**src/rtl/pw_line_pkg.sv**
```systemverilog
`timescale 1ns/1ps
package pw_line_pkg;
  // strobes from control to datapath
  typedef struct packed {
    logic load;     // capture word, restart frame counter
    logic step;     // advance frame counter by one tick
    logic nextBit;  // move to next bit, restart frame counter
    logic stop;     // word finished, park line low
  } ctlStrobe_t;

  typedef enum logic {ST_IDLE = 1'b0, ST_RUN = 1'b1} encState_t;
endpackage

```
**src/rtl/pw_line_datapath.sv**
```systemverilog
`timescale 1ns/1ps
module pw_line_datapath
  import pw_line_pkg::*;
#(
  parameter int NUM_BITS    = 6,
  parameter int SETUP_TICKS = 50,
  parameter int SHORT_TICKS = 50,
  parameter int LONG_TICKS  = 200
) (
  input  logic                clk,
  input  logic                rstN,
  input  ctlStrobe_t          ctl,
  input  logic [NUM_BITS-1:0] dataIn,
  output logic                frameEnd,
  output logic                serOut
);
  localparam int FRAME_TICKS = SETUP_TICKS + LONG_TICKS;
  localparam int CNT_W = $clog2(FRAME_TICKS + 1);
  localparam logic [CNT_W-1:0] SETUP_C = CNT_W'(SETUP_TICKS);
  localparam logic [CNT_W-1:0] SHORT_END = CNT_W'(SETUP_TICKS + SHORT_TICKS);
  localparam logic [CNT_W-1:0] LONG_END = CNT_W'(SETUP_TICKS + LONG_TICKS);
  localparam logic [CNT_W-1:0] LAST_C = CNT_W'(FRAME_TICKS - 1);

  logic [CNT_W-1:0]    cntQ, cntN;
  logic [NUM_BITS-1:0] shQ, shN;
  logic                lineQ, lineN;
  logic [CNT_W-1:0]    highEnd;

  assign highEnd  = shQ[0] ? LONG_END : SHORT_END;
  assign frameEnd = (cntQ == LAST_C);

  always_comb begin
    cntN  = cntQ;
    shN   = shQ;
    lineN = lineQ;
    if (ctl.load) begin
      cntN  = '0;
      shN   = dataIn;
      lineN = 1'b0;
    end else if (ctl.nextBit) begin
      cntN  = '0;
      shN   = shQ >> 1;
      lineN = 1'b0;
    end else if (ctl.stop) begin
      cntN  = '0;
      lineN = 1'b0;
    end else if (ctl.step) begin
      cntN  = cntQ + 1'b1;
      lineN = (cntN >= SETUP_C) && (cntN < highEnd);
    end
  end

  always_ff @(posedge clk or negedge rstN) begin
    if (!rstN) begin
      cntQ  <= '0;
      shQ   <= '0;
      lineQ <= 1'b0;
    end else begin
      cntQ  <= cntN;
      shQ   <= shN;
      lineQ <= lineN;
    end
  end

  assign serOut = lineQ;
endmodule

```
**src/rtl/pw_line_control.sv**
```systemverilog
`timescale 1ns/1ps
module pw_line_control
  import pw_line_pkg::*;
#(
  parameter int NUM_BITS = 6
) (
  input  logic       clk,
  input  logic       rstN,
  input  logic       usTick,
  input  logic       start,
  input  logic       frameEnd,
  output ctlStrobe_t ctl,
  output logic       busy,
  output logic       done
);
  localparam int IDX_W = (NUM_BITS > 1) ? $clog2(NUM_BITS) : 1;
  localparam logic [IDX_W-1:0] LAST_IDX = IDX_W'(NUM_BITS - 1);

  encState_t        stateQ, stateN;
  logic [IDX_W-1:0] bitIdxQ, bitIdxN;
  logic             doneQ, doneN;

  always_comb begin
    ctl     = '0;
    stateN  = stateQ;
    bitIdxN = bitIdxQ;
    doneN   = 1'b0;
    unique case (stateQ)
      ST_IDLE: begin
        if (start) begin
          ctl.load = 1'b1;
          stateN   = ST_RUN;
          bitIdxN  = '0;
        end
      end
      ST_RUN: begin
        if (usTick) begin
          if (frameEnd) begin
            if (bitIdxQ == LAST_IDX) begin
              ctl.stop = 1'b1;
              stateN   = ST_IDLE;
              doneN    = 1'b1;
            end else begin
              ctl.nextBit = 1'b1;
              bitIdxN     = bitIdxQ + 1'b1;
            end
          end else begin
            ctl.step = 1'b1;
          end
        end
      end
      default: stateN = ST_IDLE;
    endcase
  end

  always_ff @(posedge clk or negedge rstN) begin
    if (!rstN) begin
      stateQ  <= ST_IDLE;
      bitIdxQ <= '0;
      doneQ   <= 1'b0;
    end else begin
      stateQ  <= stateN;
      bitIdxQ <= bitIdxN;
      doneQ   <= doneN;
    end
  end

  assign busy = (stateQ == ST_RUN);
  assign done = doneQ;
endmodule

```
**src/rtl/pw_line_encoder.sv**
```systemverilog
`timescale 1ns/1ps
module pw_line_encoder
  import pw_line_pkg::*;
#(
  parameter int NUM_BITS    = 6,
  parameter int SETUP_TICKS = 50,
  parameter int SHORT_TICKS = 50,
  parameter int LONG_TICKS  = 200
) (
  input  logic                clk,
  input  logic                rstN,
  input  logic                usTick,
  input  logic                start,
  input  logic [NUM_BITS-1:0] dataIn,
  output logic                busy,
  output logic                done,
  output logic                serOut
);
  ctlStrobe_t ctl;
  logic       frameEnd;

  pw_line_control #(.NUM_BITS(NUM_BITS)) ctrl_i (
    .clk(clk), .rstN(rstN), .usTick(usTick), .start(start),
    .frameEnd(frameEnd), .ctl(ctl), .busy(busy), .done(done)
  );

  pw_line_datapath #(
    .NUM_BITS(NUM_BITS), .SETUP_TICKS(SETUP_TICKS),
    .SHORT_TICKS(SHORT_TICKS), .LONG_TICKS(LONG_TICKS)
  ) dp_i (
    .clk(clk), .rstN(rstN), .ctl(ctl), .dataIn(dataIn),
    .frameEnd(frameEnd), .serOut(serOut)
  );
endmodule

```
**config.mk**
```make
export PLATFORM = sky130hd
export DESIGN_NAME = pw_line_encoder
export DESIGN_NICKNAME = d
export VERILOG_FILES = /design/src/rtl/pw_line_pkg.sv /design/src/rtl/pw_line_datapath.sv /design/src/rtl/pw_line_control.sv /design/src/rtl/pw_line_encoder.sv
export SDC_FILE = /design/constraint.sdc
export NUM_CORES = 1
export LEC_CHECK = 0
export ABC_CLOCK_PERIOD_IN_PS = 5950
export BUFFER_PORTS_ARGS = -buffer_cell sky130_fd_sc_hd__buf_2
export CORE_MARGIN = 5
export CORE_UTILIZATION = 40
export DETAILED_ROUTE_END_ITERATION = 8
export PLACE_DENSITY = 0.69
export RECOVER_POWER = 25
export SETUP_SLACK_MARGIN = 0.4
export SLEW_MARGIN = 20
export SYNTH_ARGS = -nofsm -noshare
export SYNTH_HDL_FRONTEND = slang
export SYNTH_HIERARCHICAL = 1
export SYNTH_SLANG_ARGS = --single-unit
```
**constraint.sdc**
```tcl
create_clock -name clk -period 5.95 [get_ports clk]
set_input_delay 0.595 -clock clk [delete_from_list [all_inputs] [get_ports clk]]
set_output_delay 0.595 -clock clk [all_outputs]
set_load 0.03 [all_outputs]
```
==> results.md <==
* Status: completed
* PD cells at 360 nW/µm²
* P&R area growth vs syn at 7.86%
* CP peak stage delay at 0.47 ns
* Clk sink count at 20
* Yosys reg bits at 20
* CP Cell Sequence: inv_1 -> ha_1 -> nand2_1 -> nor3_1 -> and3_4 -> nand2_2 -> inv_1 -> or3_1 -> nor3b_1 -> a31o_1
* RSZ-0062 raised after global routing: false
* Max-slew violations at 0
* Critical path's slowest cell: dfrtp_1
* Worst min-delay path class: in2async
* Routability Congestion at 0.828
* Drt total wl at 2.08 mm
* R2R cell count at 10
* Placement Cell Area at 1270 µm²
* Share of cells above drive strength 1 at 14.7%
* CP Max Fanout at 10
* I/O Buffers at 12
* R2R Setup Slk at 3.57 ns
* Post-CTS setup buffers at 0
* Synthesized area per cell at 9.53 µm²
* Core Util, Final at 43.8%
* WL per Instance at 12.3 µm
* Crit path capture: dp_i/serOut$_DFFE_PN0P_
* Top cell type's share of synthesized area at 41.4%
* Mapped Cells at 127
* Transition time of the tightest slew-check pin at 1.09 ns
* Setup crit start kind: flop
* Sequential fraction of the synthesis area at 41.4%
* Final worst-path cycle share at 40.0%
* All-Layer GR Usage at 10.6%
* Largest net degree at the start of global routing at 21
* Hold buffers post-CTS at 0
* Most common flop cell mapped by yosys: dfrtp_1
* Mapped Area at 1210 µm²
* Dpl hpwl at 1.60 mm
* Core area at 2980 µm²
* Yosys cell types at 32
* Grt ovf at 0
* DRT iter0 DRCs at 46
* Vias in the first global route at 840
* First-pass GRT wire length at 3.50 mm
* Max-Slew Margin vs Limit at 27.4%
* Worst Clk Skew at 0.00429 ns
* Htree depth at 1
* Routing usage on met1 at 12.3%
* I/O Pins at 13
* Max-cap violations at 0
* EDFF count, synth at 0
* DR pass1 iterations at 4
* Met2 Use GR at 18.5%
* Resize count post-CTS at 0
* Die Wd at 65.0 µm
* Final std cell area, no fill at 1310 µm²
* Clock latency on the worst-skew pair at 0.30 ns
* Crit. End Element: flop
* Initial Util at 40.6%
* Die ar. at 4220 µm²
* Clock Tree Buf Depth at 2
* Die Ht at 65.0 µm
* Clk slew on worst S/H paths at 0.11 ns
* Yosys warnings at 6
* Routed Antenna Nets at 0
* Worst EP arrival at 2.58 ns
* Nets@finish at 156
* Via count at 884
* CTS tree: built
* Largest area contributor in the netlist: dfrtp_1
* Root Driver: clkbuf_4
* Crit. Startpoint: dp_i/cntQ[1]$_DFFE_PN0P_
* Row count at 20
* Synth top area cells: dfrtp_1, ha_1, mux2i_1
* Ys async rst share at 100%
* Fin Setup TNS at 0 ns
* CTS buffer count at 3
* Hold Fails Final Rpt at 0
* # setup viols final at 0
* Data required, critical path at 6.15 ns
* Commonest non-fill, non-tap cell in the layout: dfrtp_1
* Syn nets at 146
* Fmax at 0.420 GHz
* Commonest cells after routing, fill and taps aside: dfrtp_1, nand2_1, nor2_1, buf_2, ha_1
* Reg-to-reg endpoint: dp_i/serOut$_DFFE_PN0P_
* Worst VDD drop at 0.103 mV
* Kind of critical path: reg2reg
* Leak pwr at 0.608 nW
* Antenna violations before repair at 0
* FF-to-FF Start: dp_i/cntQ[1]$_DFFE_PN0P_
* M3 GR Usage at 2.60%
* # diodes at 0
* Crit-path most repeated cell: inv_1
* Top Usage Layer GRT: met2
* Post-layout min period at 2.38 ns
* Number of vias per cell at 5.23
* Post-route DRC at 0
[area by class of cell]
cell class,instances,area [µm²]
well taps,33,41.3
inverters,6,22.5
flip-flops and latches,20,500
multi-input cells,94,646
fillers,288,1670
repair buffers,12,58.8
clock buffers,4,36.3
[cells in the mapped netlist (2+ instances only)]
cell	number
xnor2_1	3
clkbuf_1	4
xor2_1	7
o21a_1	2
mux2i_1	7
ha_1	9
o21ai_0	8
dfrtp_1	20
nand3_1	4
nand2_1	14
buf_4	2
nor3b_1	2
or3_1	4
nand4_1	3
inv_1	6
a21oi_1	4
nor2_1	13
[state kept, by name (all words and copies together), names as in the netlist]
register and cells:
ctrl_i/done 1, dp_i/serOut 1, dp_i/shQ 6, ctrl_i/busy 1, dp_i/cntQ 8, ctrl_i/bitIdxQ 3
[how the worst min path moves through the flow]
stage	slack [ns]	endpoint	depth (start not counted)
detailed placement	0.51	dp_i/shQ[5]$_DFFE_PN0P_	1
global route	0.48	dp_i/shQ[0]$_DFFE_PN0P_	3
CTS	0.22	dp_i/serOut$_DFFE_PN0P_	1
global placement	0.49	dp_i/shQ[5]$_DFFE_PN0P_	1
finish	0.46	dp_i/serOut$_DFFE_PN0P_	1
floorplan	0.30	ctrl_i/bitIdxQ[0]$_DFFE_PN0P_	0
[metal layers]
metal | routed length [µm] | share of wire (%) | vias to the layer above
li1 | - | - | 452
met1 | 965 | 46 | 418
met2 | 1030 | 49 | 12
met3 | 80 | 3.8 | 2
met4 | 5 | 0.24 | 0
met5 | 0 | 0 | -
[stage by stage]
step,hold WS (ns),power (W),worst slack (ns),std cells
floorplan,0.299,0.000360,3.61,127
global placement,0.489,0.000385,3.67,165
detailed placement,0.508,0.000393,3.56,165
CTS,0.225,0.000475,3.55,169
global route,0.484,0.000506,3.34,169
finish,0.463,0.000469,3.57,169
[critical path: cells and delay by family (launching register included)]
kind	cells	cell delay, ns
adder cells (fa/ha/maj)	1	0.15
AND/OR/NAND/NOR	6	1.09
flip-flops	1	0.47
buffers and inverters	2	0.35
AO/OA/AOI/OAI	1	0.21
[logic make-up (layout without fill, tap and decap cells)]
logic type / count (synthesis) / in the layout / synth area share (%)
compound gates: 20 / 20 / 10.4
xor+xnor: 10 / 10 / 7.24
simple gates: 48 / 48 / 20.6
flops: 20 / 20 / 41.4
fa+ha+maj: 9 / 9 / 9.31
buf+inv: 13 / 22 / 5.27
mux: 7 / 7 / 5.79
[where the power goes]
group | switching, W | leakage, nW | internal [W]
registers | 0.0000490 | 0.253 | 0.000167
clock network | 0.0000410 | 0.0210 | 0.0000373
logic | 0.0000906 | 0.334 | 0.0000845
No activity file was read; power rests on OpenSTA's default activity.
